**src/rtl/prefix_pkg.sv**
```systemverilog
package prefix_pkg;

  typedef enum logic [2:0] {
    OP_ADD   = 3'd0,
    OP_MUL   = 3'd1,
    OP_MAX   = 3'd2,
    OP_MIN   = 3'd3,
    OP_AND   = 3'd4,
    OP_OR    = 3'd5,
    OP_XOR   = 3'd6,
    OP_FIRST = 3'd7
  } op_e;

endpackage

```
**src/rtl/prefix_round_ctrl.sv**
```systemverilog
module prefix_round_ctrl #(
  parameter int LG = 3,
  parameter int RW = 2
) (
  input  logic          clk,
  input  logic          rst_n,
  input  logic          start,
  output logic          accept,
  output logic          busy,
  output logic          last_round,
  output logic [RW-1:0] round_idx,
  output logic          done
);

  logic          busy_q;
  logic          done_q;
  logic [RW-1:0] round_q;

  assign accept     = start && !busy_q;
  assign busy       = busy_q;
  assign round_idx  = round_q;
  assign last_round = busy_q && (round_q == RW'(LG - 1));
  assign done       = done_q;

  always_ff @(posedge clk or negedge rst_n) begin
    if (!rst_n) begin
      busy_q  <= 1'b0;
      done_q  <= 1'b0;
      round_q <= '0;
    end else begin
      done_q <= last_round;
      if (accept) begin
        busy_q  <= 1'b1;
        round_q <= '0;
      end else if (last_round) begin
        busy_q  <= 1'b0;
        round_q <= '0;
      end else if (busy_q) begin
        round_q <= round_q + RW'(1);
      end
    end
  end

endmodule

```
**src/rtl/prefix_lane.sv**
```systemverilog
module prefix_lane
  import prefix_pkg::*;
#(
  parameter int W   = 16,
  parameter int LG  = 3,
  parameter int RW  = 2,
  parameter int IDX = 0
) (
  input  logic                 clk,
  input  logic                 rst_n,
  input  logic                 load,
  input  logic [W-1:0]         load_val,
  input  logic                 step,
  input  op_e                  op,
  input  logic [RW-1:0]        round_idx,
  input  logic [LG-1:0][W-1:0] nbr,
  output logic [W-1:0]         q
);

  function automatic logic [W-1:0] combine(op_e f, logic [W-1:0] lo, logic [W-1:0] hi);
    case (f)
      OP_ADD:   return lo + hi;
      OP_MUL:   return lo * hi;
      OP_MAX:   return (lo > hi) ? lo : hi;
      OP_MIN:   return (lo < hi) ? lo : hi;
      OP_AND:   return lo & hi;
      OP_OR:    return lo | hi;
      OP_XOR:   return lo ^ hi;
      default:  return lo;
    endcase
  endfunction

  logic [W-1:0] partner;
  logic         in_range;
  logic [W-1:0] q_r;

  always_comb begin
    partner  = '0;
    in_range = 1'b0;
    for (int k = 0; k < LG; k++) begin
      if (round_idx == RW'(k)) begin
        partner  = nbr[k];
        in_range = (IDX >= (1 << k));
      end
    end
  end

  always_ff @(posedge clk or negedge rst_n) begin
    if (!rst_n) begin
      q_r <= '0;
    end else if (load) begin
      q_r <= load_val;
    end else if (step && in_range) begin
      q_r <= combine(op, partner, q_r);
    end
  end

  assign q = q_r;

endmodule

```
**src/rtl/prefix_engine.sv**
```systemverilog
module prefix_engine
  import prefix_pkg::*;
#(
  parameter int N = 8,
  parameter int W = 16
) (
  input  logic         clk,
  input  logic         rst_n,
  input  logic         start_i,
  input  logic [2:0]   op_i,
  input  logic [N*W-1:0] data_i,
  output logic         done_o,
  output logic [N*W-1:0] data_o
);

  localparam int LG = (N > 1) ? $clog2(N) : 1;
  localparam int RW = (LG > 1) ? $clog2(LG) : 1;

  logic          accept_w;
  logic          busy_w;
  logic          last_w;
  logic [RW-1:0] round_w;
  op_e           op_q;
  logic [W-1:0]  lane_q [N];

  prefix_round_ctrl #(.LG(LG), .RW(RW)) u_ctrl (
    .clk        (clk),
    .rst_n      (rst_n),
    .start      (start_i),
    .accept     (accept_w),
    .busy       (busy_w),
    .last_round (last_w),
    .round_idx  (round_w),
    .done       (done_o)
  );

  always_ff @(posedge clk or negedge rst_n) begin
    if (!rst_n) op_q <= OP_ADD;
    else if (accept_w) op_q <= op_e'(op_i);
  end

  for (genvar i = 0; i < N; i++) begin : g_lane
    logic [LG-1:0][W-1:0] nbr;
    for (genvar k = 0; k < LG; k++) begin : g_nbr
      if (i >= (1 << k)) begin : g_src
        assign nbr[k] = lane_q[i - (1 << k)];
      end else begin : g_none
        assign nbr[k] = '0;
      end
    end
    prefix_lane #(.W(W), .LG(LG), .RW(RW), .IDX(i)) u_lane (
      .clk       (clk),
      .rst_n     (rst_n),
      .load      (accept_w),
      .load_val  (data_i[i*W +: W]),
      .step      (busy_w),
      .op        (op_q),
      .round_idx (round_w),
      .nbr       (nbr),
      .q         (lane_q[i])
    );
    assign data_o[i*W +: W] = lane_q[i];
  end

endmodule

```
**config.mk**
```make
export PLATFORM = sky130hd
export DESIGN_NAME = prefix_engine
export DESIGN_NICKNAME = d
export VERILOG_FILES = /design/src/rtl/prefix_pkg.sv /design/src/rtl/prefix_round_ctrl.sv /design/src/rtl/prefix_lane.sv /design/src/rtl/prefix_engine.sv
export SDC_FILE = /design/constraint.sdc
export NUM_CORES = 2
export LEC_CHECK = 0
export ABC_AREA = 0
export CAP_MARGIN = 20
export CORE_ASPECT_RATIO = 0.8
export CORE_UTILIZATION = 41
export DETAILED_ROUTE_END_ITERATION = 10
export PLACE_DENSITY = 0.57
export SYNTH_ARGS = -nofsm -noshare
export SYNTH_HDL_FRONTEND = slang
export SYNTH_SLANG_ARGS = --single-unit
export TNS_END_PERCENT = 5
```
**constraint.sdc**
```tcl
create_clock -name clk -period 9 [get_ports clk]
set_clock_uncertainty 0.1 [all_clocks]
set_input_delay 1.35 -clock clk [delete_from_list [all_inputs] [get_ports clk]]
set_output_delay 1.35 -clock clk [all_outputs]
set_load 0.005 [all_outputs]
```
==> After elaboration in Yosys (flattened, before gate mapping) <==
Cells that the tools add are included.
{ "totals": {"ff_bits": 135} }
{ "op_classes": {"addsub": 8, "n_mul": 7, "n_lt_le_gt_ge": 14, "n_eq_ne": 22, "mux": 67, "bitwise": 21, "reduce_logical": 20} }
{ "op_table": {"columns": ["operator", "count"], "rows": [
  ["$mux 16", 49],
  ["$pmux 16 s7", 7],
  ["$add 16x16->16", 7],
  ["$and 16x16->16", 7],
  ["$gt 16x16->1", 7],
  ["$lt 16x16->1", 7],
  ["$mul 16x16->16", 7],
  ["$or 16x16->16", 7],
  ["$xor 16x16->16", 7],
  ["$ne 3x2->1 const B", 14],
  ["$reduce_and 3->1", 7],
  ["$eq 3x3->1 const B", 3],
  ["$mux 1", 8],
  ["$reduce_bool 2->1", 4],
  ["$eq 3x2->1 const B", 2],
  ["$mux 2", 3],
  ["$logic_and 1x1->1", 5],
  ["$eq 3x1->1 const B", 1],
  ["$logic_not 3->1", 1],
  ["$reduce_bool 3->1", 1],
  ["$add 2x1->2 const B", 1],
  ["$eq 2x1->1 const B", 1],
  ["$eq 2x2->1 const B", 1],
  ["$logic_not 2->1", 1],
  ["$logic_not 1->1", 1]
]} }

==> Longest topological paths before layout <==
{ "logic_depth": {"word_depth": 9, "ltp_mapped": 31} }

==> By module <==
Synthesis repeated with hierarchy kept, for this count alone.
{ "unflattened": {"hier_cells": 6409, "area_unflattened_um2": 50435.9} }
{ "modules_own_cells": {"columns": ["mod", "instances", "cells_each", "area_each_um2"], "rows": [
  ["prefix_lane at g_lane[6].u_lane ...", 2, 903, 6970.4],
  ["prefix_lane at g_lane[5].u_lane", 1, 930, 7218.2],
  ["prefix_lane at g_lane[3].u_lane", 1, 924, 7204.4],
  ["prefix_lane at g_lane[4].u_lane", 1, 903, 7106.8],
  ["prefix_lane at g_lane[2].u_lane", 1, 892, 7078.0],
  ["prefix_lane at g_lane[1].u_lane", 1, 901, 6970.4],
  ["prefix_lane at g_lane[0].u_lane", 1, 34, 649.4],
  ["prefix_round_ctrl", 1, 12, 155.1],
  ["prefix_engine", 1, 7, 112.6]
]} }

==> Worst setup path before layout <==
OpenSTA, ideal clock, no wires.
{ "synth_path": {"path_type": "reg2reg", "from": "register u_ctrl.round_q[0], in the netlist u_ctrl.round_idx[0]", "to": "register g_lane[1].u_lane.q_r[15]", "setup_ns": 0.125, "arrival_time_ns": 7.000, "required_time_ns": 8.775, "path_slack_ns": 1.776, "path_stages_with_launch": 30, "path_buffers": 9, "synth_period_minus_slack_ns": 7.224, "cell_sequence": "dfrtp_1 > buf_6 > buf_6 > buf_4 > buf_4 > buf_2 > nor2_1 > buf_2 > clkbuf_1 > clkbuf_1 > clkbuf_1 > and3_1 > fa_1 > inv_1 > fa_1 > fa_1 > fa_1 > inv_1 > fa_1 > inv_1 > fa_1 > inv_1 > ha_1 > nand3_1 > a211o_1 > a31oi_1 > xnor2_1 > a221oi_1 > o31ai_1 > mux2_2"} }
{ "synth_between": {"elab_chain_cells": 8} }
{ "synth_lines": {"columns": ["element", "line", "text"], "rows": [
  ["from (decl)", "prefix_round_ctrl.sv:17", "logic [RW-1:0] round_q;"],
  ["from (signal assigned)", "prefix_round_ctrl.sv:39", "round_q <= round_q + RW'(1);"],
  ["$logic_not 2->1", "prefix_lane.sv:41", "if (round_idx == RW'(k)) begin"],
  ["$mux 16 (3 in series)", "prefix_lane.sv:41", null],
  ["$mul 16x16->16, or another cell as far along", "prefix_lane.sv:23", "OP_MUL: return lo * hi;"],
  ["$pmux 16 s7", "prefix_lane.sv:21", "case (f)"],
  ["$mux 16", "prefix_lane.sv:53", "end else if (step && in_range) begin"],
  ["$mux 16", "prefix_lane.sv:51", "end else if (load) begin"],
  ["to (signal assigned)", "prefix_lane.sv:52", "q_r <= load_val;"],
  ["to (signal assigned)", "prefix_lane.sv:54", "q_r <= combine(op, partner, q_r);"],
  ["to (decl)", "prefix_lane.sv:35", "logic [W-1:0] q_r;"]
]} }
Parallel ways exist; a longest one is shown, timed or not. The select of a mux whose other input is x is not followed.
A chain may end at the register's enable or synchronous reset.

==> Worst setup path after layout <==
{ "layout_path": {"from": "register u_ctrl.round_q[0], in the netlist u_ctrl.round_idx[0]", "to": "register g_lane[7].u_lane.q_r[13]"} }
{ "layout_between": {"elab_chain_cells": 8} }
{ "layout_lines": {"columns": ["element", "line"], "rows": [
  ["$logic_not 2->1", "prefix_lane.sv:41"],
  ["$mux 16 (3 in series)", "prefix_lane.sv:41"],
  ["$mul 16x16->16, or another cell as far along", "prefix_lane.sv:23"],
  ["$pmux 16 s7", "prefix_lane.sv:21"],
  ["$mux 16", "prefix_lane.sv:53"],
  ["$mux 16", "prefix_lane.sv:51"],
  ["to (signal assigned)", "prefix_lane.sv:52"],
  ["to (signal assigned)", "prefix_lane.sv:54"],
  ["to (decl)", "prefix_lane.sv:35"]
]} }
Parallel ways exist; a longest one is shown, timed or not. The select of a mux whose other input is x is not followed.

==> results.txt <==
Yosys warning total - 0
Most common library cells after synthesis - inv_1, ha_1, nand2_1, nor2_1, fa_1
Mapped Cells - 6191
Routability Congestion - 1.00
Count leader, synth - inv_1
Die ar. - 120000 um2
Min-Delay Path Class - reg2reg
Initial antenna violation count - 9
Hold Startpoint - g_lane[0].u_lane.q[10]
Distinct cell type count after synthesis - 93
Worst-Margin Slew - 1.15 ns
Clock root cell - clkbuf_16
Post-synth top area share - 23.0%
Post-CTS setup buffers - 0
First-pass GRT wire length - 315 mm
Critical Path RT - 9.40 ns
Crit-path max FO - 54
Fmax - 0.122 GHz
Setup TNS - 0 ns
Final Setup Violations - 0
CP Launch Type - flop
DRT antenna net count - 0
Max Cap Violations - 0
Crit path kind - reg2reg
Crit path arrival time - 8.62 ns
Routed WL - 217 mm
Reg-to-Reg Start - u_ctrl.round_idx[0]
Final Hold Vio Count - 0
Vias/cell - 5.91
Share of cells above drive strength 1 - 5.00%
Flops & latches, synth - 135
Total GRT Usage - 35.5%
Post-synth top area cell - fa_1
Met3 Use GR - 10.7%
Critical path, cell by cell - nand2b_4 -> o22ai_1 -> nand2_1 -> fa_1 -> fa_1 -> inv_1 -> fa_1 -> fa_1 -> fa_1 -> inv_1 -> fa_1 -> inv_1 -> ha_1 -> inv_1 -> o211ai_1 -> xor2_1 -> a221oi_1 -> a2111oi_0 -> a221o_1
Synth top area cells - fa_1, ha_1, inv_1
Chip Width - 388 um
Crit path top cell by count - fa_1
Wire per inst - 27.4 um
Synth Flop Type - dfrtp_1
Max Slew Vio Count - 0
CTS Buf Count - 17
CTS H-tree lvls - 4
Clock Path Buffers - 2
Status - completed
Largest stage delay, worst path - 1.09 ns
Relative slew slack - 23.6%
CTS tree - yes
Die height - 311 um
Vias in the first global route - 44600
Aggregate global routing overflow - 0
Number of I/O pins - 263
GR Util met2 - 47.8%
GRT met1 Usage - 51.8%
CP Capture Type - flop
Post-synth ARST share - 100%
Top Usage Layer GRT - met1
Clk slew on worst S/H paths - 0.08 ns
Core area - 117000 um2
IO buf count - 262
Synth-to-Final Area Change - 10.5%
Hold buffers post-CTS - 0
Mapped Area - 48800 um2
Clk sink count - 135
Mapped Avg Cell Area - 7.89 um2
DP Wirelength - 166 mm
Crit-path slowest cell - o22ai_1
Layout fillers - 11800
Largest net degree at the start of global routing - 123
Period utilization - 91.3%
Post-synth EDFFs - 0
Starting density of the core - 41.6%
Detailed Routing Iterations Pass 1 - 7
Vias - 46600
Post-CTS sizing - 0
Skew-Pair Late Insertion Delay - 0.58 ns
Crit path time final - 8.22 ns
Rows - 112
Sequential element share of the synthesized area - 6.92%
Diode count - 0
Initial detailed-routing violation count - 6197
NumNets Final - 7749
Syn Nets - 7599
RSZ-0062 raised after global routing - no
CP startpoint - u_ctrl.round_idx[0]
Residual DRC count - 0
[worst paths after layout]
path                            cells after the start                endpoint  slack [ns]
worst max-delay path                               19  g_lane[7].u_lane.q[13]        0.78
worst min-delay path                                2  g_lane[0].u_lane.q[10]        0.41
worst max register to register                     19  g_lane[7].u_lane.q[13]        0.78
worst min register to register                      2  g_lane[0].u_lane.q[10]        0.41
max in group asynchronous                           2                 op_q[1]        6.34
min in group asynchronous                           1   g_lane[7].u_lane.q[0]        0.78
[metal layers]
metal / up-vias / wire (um)
li1: 20400 / -
met1: 22800 / 93700
met2: 2988 / 84200
met3: 453 / 28600
met4: 14 / 10000
met5: - / 90
[metrics by stage]
stage                     util [%]  cell area (um2)  setup slack (ns)  hold WS [ns]  std cells
after floorplan                  -            48800              1.78         0.448       6191
after global placement        45.5            53400              1.01         0.401       7860
after detailed placement      45.5            53400              1.00         0.400       7861
after CTS                     46.0            53900             0.954         0.426       7893
after global routing          46.0            53900             0.527         0.449       7893
final                         46.0            53900             0.782         0.415       7893
[critical path: cells and delay by family, from the launching register on]
| family | cells | cell delay, ns |
|---|---|---|
| buf+inv | 4 | 0.20 |
| fa+ha+maj | 7 | 3.47 |
| compound gates | 5 | 2.24 |
| xor+xnor | 1 | 0.38 |
| simple gates | 2 | 0.81 |
| flops | 1 | 0.89 |
[state kept, by name (all words and copies together) (netlist names)]
name	flops
g_lane.u_lane.q	128
u_ctrl.busy	1
u_ctrl.round_idx	2
u_ctrl.done	1
op_q	3
[cell families (layout without fill, tap and decap cells)]
group	after synthesis	after routing	share of synthesized area, %
DFF	135	135	6.92
and+or+nand+nor	1654	1654	14.2
buffers and inverters	1414	1577	11.4
AOI/OAI and AO/OA	1221	1221	16.5
muxes	143	143	2.97
adders and majority gates	1274	1274	41.3
xor gates and xnor gates	350	350	6.68
[cell type report]
cell class                 count  area [um2]  share of cell area, %
multi-input combinational   4642       40000                   74.1
sequential                   135        3400                   6.30
tap                         1539        1930                   3.57
clock buffer                  18         429                  0.796
timing repair buffer         422        3870                   7.18
inverter                    1123        4220                   7.81
clock inverter                14         113                  0.209
[layout by cell type (no fill, tap or decap), types with 12 or more instances in the layout]
cell             instances
a221oi_1                29
mux2i_1                131
nand2b_1                28
o211ai_1                41
a211oi_1                63
clkdlybuf4s50_1        261
nand3_1                 42
a21o_1                  42
clkbuf_16               17
o22ai_1                113
nand2_1                677
xnor2_1                248
inv_2                   14
a31oi_1                 37
o221ai_1                35
o21a_1                  25
and3_1                  73
nor3_1                  47
dfrtp_1                130
o22ai_2                 43
o21ai_0                155
nor2_1                 652
inv_1                 1080
buf_4                  156
nand4_1                 17
xnor3_1                 12
ha_1                   714
xor2_1                  86
o21bai_1                40
fa_1                   560
a21boi_0                31
a21oi_1                418
clkinv_1                29
a221o_1                 18
a22oi_1                 26
o31ai_1                 19
nor2b_1                 26
Power is not shown: default switching activity piles up to over one toggle a cycle in this logic, so the estimate is an artifact.
